**config.mk**
```make
export PLATFORM = sky130hd
export DESIGN_NAME = keyed_wr_guard
export DESIGN_NICKNAME = d
export VERILOG_FILES = /design/src/rtl/kwg_pkg.sv /design/src/rtl/kwg_decode.sv /design/src/rtl/kwg_lock.sv /design/src/rtl/kwg_log.sv /design/src/rtl/keyed_wr_guard.sv
export SDC_FILE = /design/constraint.sdc
export NUM_CORES = 1
export LEC_CHECK = 0
export ABC_CLOCK_PERIOD_IN_PS = 1050
export CAP_MARGIN = 20
export CELL_PAD_IN_SITES_DETAIL_PLACEMENT = 0
export CELL_PAD_IN_SITES_GLOBAL_PLACEMENT = 2
export CORE_MARGIN = 2
export CORE_UTILIZATION = 14
export CTS_CLUSTER_DIAMETER = 120
export DETAILED_ROUTE_END_ITERATION = 8
export HOLD_SLACK_MARGIN = 0.12
export PLACE_DENSITY = 0.7
export SYNTH_ARGS = -nofsm -noshare
export SYNTH_HDL_FRONTEND = slang
export SYNTH_SLANG_ARGS = --single-unit
export TNS_END_PERCENT = 50
```
**constraint.sdc**
```tcl
create_clock -name clk -period 1.05 [get_ports clk]
set_input_delay 0.1575 -clock clk [delete_from_list [all_inputs] [get_ports clk]]
set_output_delay 0.1575 -clock clk [all_outputs]
set_load 0.01 [all_outputs]
```
**src/rtl/kwg_pkg.sv**
```systemverilog
package kwg_pkg;
    localparam int          WORD_W     = 32;
    localparam int          KEY_W      = 24;
    localparam int          KEY_LO     = 8;
    localparam int          LOCK_BIT   = 0;
    localparam int          FLAG_BIT   = 0;
    localparam int          SRC_LO     = 8;
    localparam logic [KEY_W-1:0] UNLOCK_KEY = 24'h534D43;

    typedef enum logic [1:0] {
        RSEL_NONE = 2'd0,
        RSEL_CTRL = 2'd1,
        RSEL_LOG  = 2'd2
    } rsel_e;
endpackage

```
**src/rtl/kwg_decode.sv**
```systemverilog
module kwg_decode #(
    parameter int ADDR_W     = 8,
    parameter int CTRL_OFS   = 8'h40,
    parameter int LOG_OFS    = 8'h41,
    parameter int GUARD_BASE = 0,
    parameter int GUARD_CNT  = 32
) (
    input  logic              wr_en_i,
    input  logic [ADDR_W-1:0] wr_addr_i,
    input  logic              rd_en_i,
    input  logic [ADDR_W-1:0] rd_addr_i,
    output logic              ctrl_wr_o,
    output logic              guard_wr_o,
    output kwg_pkg::rsel_e    rsel_o
);
    localparam logic [ADDR_W-1:0] CTRL_A  = ADDR_W'(CTRL_OFS);
    localparam logic [ADDR_W-1:0] LOG_A   = ADDR_W'(LOG_OFS);
    localparam logic [ADDR_W-1:0] G_LO    = ADDR_W'(GUARD_BASE);
    localparam logic [ADDR_W-1:0] G_HI    = ADDR_W'(GUARD_BASE + GUARD_CNT);

    logic in_window;

    generate
        if (GUARD_BASE == 0) begin : g_from_zero
            assign in_window = (wr_addr_i < G_HI);
        end else begin : g_range
            assign in_window = (wr_addr_i >= G_LO) && (wr_addr_i < G_HI);
        end
    endgenerate

    always_comb begin
        ctrl_wr_o  = wr_en_i && (wr_addr_i == CTRL_A);
        guard_wr_o = wr_en_i && in_window;
        rsel_o     = kwg_pkg::RSEL_NONE;
        if (rd_en_i) begin
            if (rd_addr_i == CTRL_A)      rsel_o = kwg_pkg::RSEL_CTRL;
            else if (rd_addr_i == LOG_A)  rsel_o = kwg_pkg::RSEL_LOG;
        end
    end
endmodule

```
**src/rtl/kwg_lock.sv**
```systemverilog
module kwg_lock
    import kwg_pkg::*;
(
    input  logic              clk,
    input  logic              rst_n,
    input  logic              ctrl_wr_i,
    input  logic [WORD_W-1:0] wdata_i,
    output logic              lock_o
);
    typedef struct packed {
        logic lock;
    } lock_st_t;

    lock_st_t st_d, st_q;
    logic     key_ok;
    logic     unused_bits;

    assign unused_bits = ^wdata_i[KEY_LO-1:LOCK_BIT+1];
    assign key_ok      = (wdata_i[KEY_LO +: KEY_W] == UNLOCK_KEY);

    always_comb begin
        st_d = st_q;
        if (ctrl_wr_i && key_ok) st_d.lock = wdata_i[LOCK_BIT];
    end

    always_ff @(posedge clk or negedge rst_n) begin
        if (!rst_n) st_q <= '0;
        else        st_q <= st_d;
    end

    assign lock_o = st_q.lock;

    // a keyless control write leaves the lock bit alone
    a_r3_bad_key_holds: assert property (@(posedge clk) disable iff (!rst_n)
        (ctrl_wr_i && (wdata_i[KEY_LO +: KEY_W] != UNLOCK_KEY)) |=> $stable(lock_o));
    // a keyed control write lands bit 0 in the lock bit
    a_r2_key_loads: assert property (@(posedge clk) disable iff (!rst_n)
        (ctrl_wr_i && (wdata_i[KEY_LO +: KEY_W] == UNLOCK_KEY)) |=> (lock_o == $past(wdata_i[LOCK_BIT])));
endmodule

```
**src/rtl/kwg_log.sv**
```systemverilog
module kwg_log #(
    parameter int ADDR_W = 8,
    parameter int SRC_W  = 16
) (
    input  logic              clk,
    input  logic              rst_n,
    input  logic              refuse_i,
    input  logic [ADDR_W-1:0] addr_i,
    input  logic              clear_i,
    output logic              flag_o,
    output logic [SRC_W-1:0]  src_o
);
    typedef struct packed {
        logic             flag;
        logic [SRC_W-1:0] src;
    } log_st_t;

    log_st_t st_d, st_q;

    always_comb begin
        st_d = st_q;
        if (clear_i)  st_d.flag = 1'b0;
        if (refuse_i) begin
            st_d.flag = 1'b1;
            st_d.src  = SRC_W'(addr_i);
        end
    end

    always_ff @(posedge clk or negedge rst_n) begin
        if (!rst_n) st_q <= '0;
        else        st_q <= st_d;
    end

    assign flag_o = st_q.flag;
    assign src_o  = st_q.src;

    // a refusal always leaves the flag set, even against a clearing read
    a_r5_refuse_sets_flag: assert property (@(posedge clk) disable iff (!rst_n)
        refuse_i |=> flag_o);
    // a clearing read with no refusal drops the flag
    a_r7_read_clears: assert property (@(posedge clk) disable iff (!rst_n)
        (clear_i && !refuse_i) |=> !flag_o);
    // the source only moves on a refusal
    a_r10_src_only_on_refuse: assert property (@(posedge clk) disable iff (!rst_n)
        !refuse_i |=> $stable(src_o));
endmodule

```
**src/rtl/keyed_wr_guard.sv**
```systemverilog
module keyed_wr_guard
    import kwg_pkg::*;
#(
    parameter int ADDR_W     = 8,
    parameter int SRC_W      = 16,
    parameter int CTRL_OFS   = 8'h40,
    parameter int LOG_OFS    = 8'h41,
    parameter int GUARD_BASE = 0,
    parameter int GUARD_CNT  = 32
) (
    input  logic              clk,
    input  logic              rst_n,
    input  logic              wr_en,
    input  logic [ADDR_W-1:0] wr_addr,
    input  logic [31:0]       wr_data,
    input  logic              rd_en,
    input  logic [ADDR_W-1:0] rd_addr,
    output logic [31:0]       rd_data,
    output logic              wr_accept
);
    typedef struct packed {
        logic [WORD_W-1:0] rdata;
    } rd_st_t;

    logic             ctrl_wr, guard_wr, lock, refuse, flag;
    logic [SRC_W-1:0] src;
    rsel_e            rsel;
    rd_st_t           rd_d, rd_q;

    kwg_decode #(
        .ADDR_W(ADDR_W), .CTRL_OFS(CTRL_OFS), .LOG_OFS(LOG_OFS),
        .GUARD_BASE(GUARD_BASE), .GUARD_CNT(GUARD_CNT)
    ) u_dec (
        .wr_en_i(wr_en), .wr_addr_i(wr_addr), .rd_en_i(rd_en), .rd_addr_i(rd_addr),
        .ctrl_wr_o(ctrl_wr), .guard_wr_o(guard_wr), .rsel_o(rsel)
    );

    kwg_lock u_lock (
        .clk(clk), .rst_n(rst_n), .ctrl_wr_i(ctrl_wr), .wdata_i(wr_data), .lock_o(lock)
    );

    assign refuse    = guard_wr && lock;
    assign wr_accept = guard_wr && !lock;

    kwg_log #(.ADDR_W(ADDR_W), .SRC_W(SRC_W)) u_log (
        .clk(clk), .rst_n(rst_n), .refuse_i(refuse), .addr_i(wr_addr),
        .clear_i(rsel == RSEL_LOG), .flag_o(flag), .src_o(src)
    );

    always_comb begin
        rd_d = '0;
        case (rsel)
            RSEL_CTRL: rd_d.rdata[LOCK_BIT] = lock;
            RSEL_LOG: begin
                rd_d.rdata[FLAG_BIT]         = flag;
                rd_d.rdata[SRC_LO +: SRC_W]  = src;
            end
            default: rd_d = '0;
        endcase
    end

    always_ff @(posedge clk or negedge rst_n) begin
        if (!rst_n) rd_q <= '0;
        else        rd_q <= rd_d;
    end

    assign rd_data = rd_q.rdata;

    // an accepted guarded write leaves the log untouched
    a_r6_accept_keeps_log: assert property (@(posedge clk) disable iff (!rst_n)
        (wr_accept && rsel != RSEL_LOG) |=> ($stable(src) && $stable(flag)));
    // a control read never shows anything above bit 0
    a_r4_ctrl_read_clean: assert property (@(posedge clk) disable iff (!rst_n)
        (rsel == RSEL_CTRL) |=> (rd_data[31:1] == '0));
    // no read request means zero data next cycle
    a_r11_idle_zero: assert property (@(posedge clk) disable iff (!rst_n)
        !rd_en |=> (rd_data == '0));
endmodule

```
==> results_dict.tcl <==
set metrics [dict create \
    drt-total-wl_mm 2.369 \
    violations "negative setup slack" \
    dr.pass1.iters 3 \
    gr-total-overflow 0 \
    period_needed_ps 1370 \
    worst_setup_path_start_kind "primary input" \
    portBuffers 54 \
    postSynthAreaPerCell_um2 11.31 \
    fmax_mhz 729.9 \
    wl_per_cell_um 10.39 \
    viasPerCell 3.417 \
    die_y_um 86.36 \
    slew_viol_final 0 \
    fin_hold_ws_ps 133.8 \
    row_count 30 \
    placeableCoreArea_um2 6681 \
    area_growth_pct 78.00 \
    nets 201 \
    drv_cap 0 \
    place_hpwl_mm 1.796 \
    grt_pass1_wl_mm 3.677 \
    cp.required_ps 1190 \
    reg2reg_slack_ps -70 \
    worstSkewPairLatency_ps 250 \
    use_met1_pct 5.920 \
    first_global_vias 774 \
    yosysWarnings 0 \
    synth_top_area_share_pct 50.07 \
    ys_seq_area_share_pct 50.07 \
    diodes 0 \
    cts_buffers 3 \
    start_util_pct 14.21 \
    skew_ps 0.7138 \
    fill_cells 729 \
    grtUsageMet2_pct 13.50 \
    syn_area_um2 949.7 \
    power_uw 1491 \
    clkSlewWorstSetupHoldPaths_ps 70 \
    p_leak_uw 0.0008368 \
    antenna_found_initial 0 \
    final_hold_viol_count 0 \
    yosys_register_bits 19 \
    cts_tree "done" \
    drt-initial-drc-count 7 \
    min_path_type "primary input to flip-flop" \
    use_met3_pct 1.048 \
    outcome "finished, violations left" \
    post-route-period-util_pct 130.5 \
    setup_ws_ps -320.0 \
    worstHoldStart "wr_addr[2]" \
    top_usage_layer "met2" \
    ir_worst_vdd_mv 0.2931 \
    cp-startpoint "wr_addr[2]" \
    drc 0 \
    clock-root-buffer "clkbuf_8" \
    setup_violations 10 \
    syn_inst 84 \
    cts_sinks 19 \
    dieArea_um2 7458 \
    yosys.area.top_type "dfrtp_1" \
    layout.cells.non_filler 228 \
    cts-htree-levels 1 \
    hold_buffers 0 \
    dp_cells 221 \
    grt_usage_pct 6.477 \
    drt.antenna.violating_nets 0 \
    regToRegStartpoint "u_lock.lock_o$_DFFE_PN0P_" \
    yosysUniqueCellTypes 20 \
    io-pin-count 85 \
    die_x_um 86.36 \
    critPathKind "primary input to flip-flop" \
    clock_path_buffers 2 \
    num_vias 779 \
    place_congestion 0.6436 \
    synth_area_leaders "dfrtp_1 50%, buf_4 18%, and2_1 7.2%" \
    critPathArrivalTime_ps 1510 \
    grt_max_degree 20 \
    worstSetupEndpointType "flip-flop" \
    crit_fanout 2 \
    rsz0062_at_grt "true" \
    drive_above_1_share_pct 31.76 \
    p_per_area_nw_per_um2 881.9 \
]
final cells by class:
| type | count | area [µm²] | share of cell area [%] |
|---|---|---|---|
| clock inverters | 1 | 5.005 | 0.2961 |
| multi-input cells | 64 | 511.7 | 30.27 |
| flip-flops and latches | 19 | 475.5 | 28.13 |
| repair buffers | 60 | 553.0 | 32.72 |
| inverters | 1 | 3.754 | 0.2221 |
| clock buffers | 3 | 41.29 | 2.443 |
| well taps | 80 | 100.1 | 5.922 |
sequential cells by signal (all words and copies together), names as in the netlist:
| register | cells |
|---|---|
| u_log.flag_o | 1 |
| rd_data | 9 |
| u_log.src_o | 8 |
| u_lock.lock_o | 1 |
routing by layer:
| metal | vias up | wire length, µm |
|---|---|---|
| met2 | 48 | 1351 |
| met4 | 0 | 49 |
| met1 | 353 | 778 |
| met3 | 5 | 189 |
| met5 | - | 0 |
| li1 | 373 | - |
kinds of logic after synthesis:
| family | Yosys count | synth area share [%] |
|---|---|---|
| AND/OR/NAND/NOR | 31 | 21.87 |
| flip-flops | 19 | 50.07 |
| buffers and inverters | 25 | 18.97 |
| other | 1 | 0.3949 |
| multiplexers | 7 | 8.168 |
| AO/OA/AOI/OAI | 1 | 0.5265 |
cells in the final DEF, fill, tap and decap left out, drive strengths merged, types with 2 or more instances in the layout:
cell,n
and2,11
and3,3
buf,16
clkbuf,5
clkdlybuf4s15,15
clkdlybuf4s50,13
conb,23
dfrtp,19
dlygate4sd2,14
mux2,6
nand2,3
nand4b,3
nor2,2
nor3,3
nor4b,2
or4b,3
timing repair:
| item | in CTS | in global routing |
|---|---|---|
| setup endpoints to repair | 29 | 18 |
| gates cloned | 2 | 0 |
| pin swaps | 20 | 7 |
| gates resized for setup | 93 | 18 |
| setup buffers | 1 | 0 |
cells in the mapped netlist:
library cell	number
or3b_2	1
nor4b_1	2
inv_1	1
and2_1	11
nor4_1	1
mux2_2	5
nand4b_1	3
or4b_1	3
mux2i_1	1
mux2_1	1
and3_1	2
nor2_1	2
nand2_1	2
clkbuf_1	1
or4_1	1
o21ai_0	1
conb_1	1
dfrtp_1	19
buf_4	23
nor3_1	3
worst max-delay path, cell delays in order:
cell	delay [ps]
buf_6	90
or4_4	530
nor4_2	240
and3_1	200
mux2_4	290
stage by stage:
stage	utilization, %	setup slack, ps	TNS [ps]	area (µm²)
6_report	25.30	-320.0	-976.3	1690
5_1_grt	25.30	-332.5	-1272	1690
4_1_cts	25.11	-325.3	-859.6	1678
3_5_place_dp	23.37	-976.4	-13230	1562
3_3_place_gp	23.37	-978.5	-12310	1562
2_1_floorplan	-	-436.3	-1080	1047
worst paths after layout:
path                            depth (start not counted)                         end
worst max register to register                          3  u_log.src_o[1]$_DFFE_PN0P_
min in group asynchronous                               2       rd_data[12]$_DFF_PN0_
worst min-delay path                                    2  u_log.src_o[2]$_DFFE_PN0P_
worst min register to register                          1        rd_data[9]$_DFF_PN0_
max in group asynchronous                               2       rd_data[13]$_DFF_PN0_
worst max-delay path                                    5   u_lock.lock_o$_DFFE_PN0P_
power by group:
| part | switching, µW | internal [µW] | total (µW) |
|---|---|---|---|
| clock | 235 | 263 | 498 |
| combinational | 108 | 148 | 256 |
| sequential | 1.51 | 735 | 736 |
No activity file was read; power rests on OpenSTA's default activity.
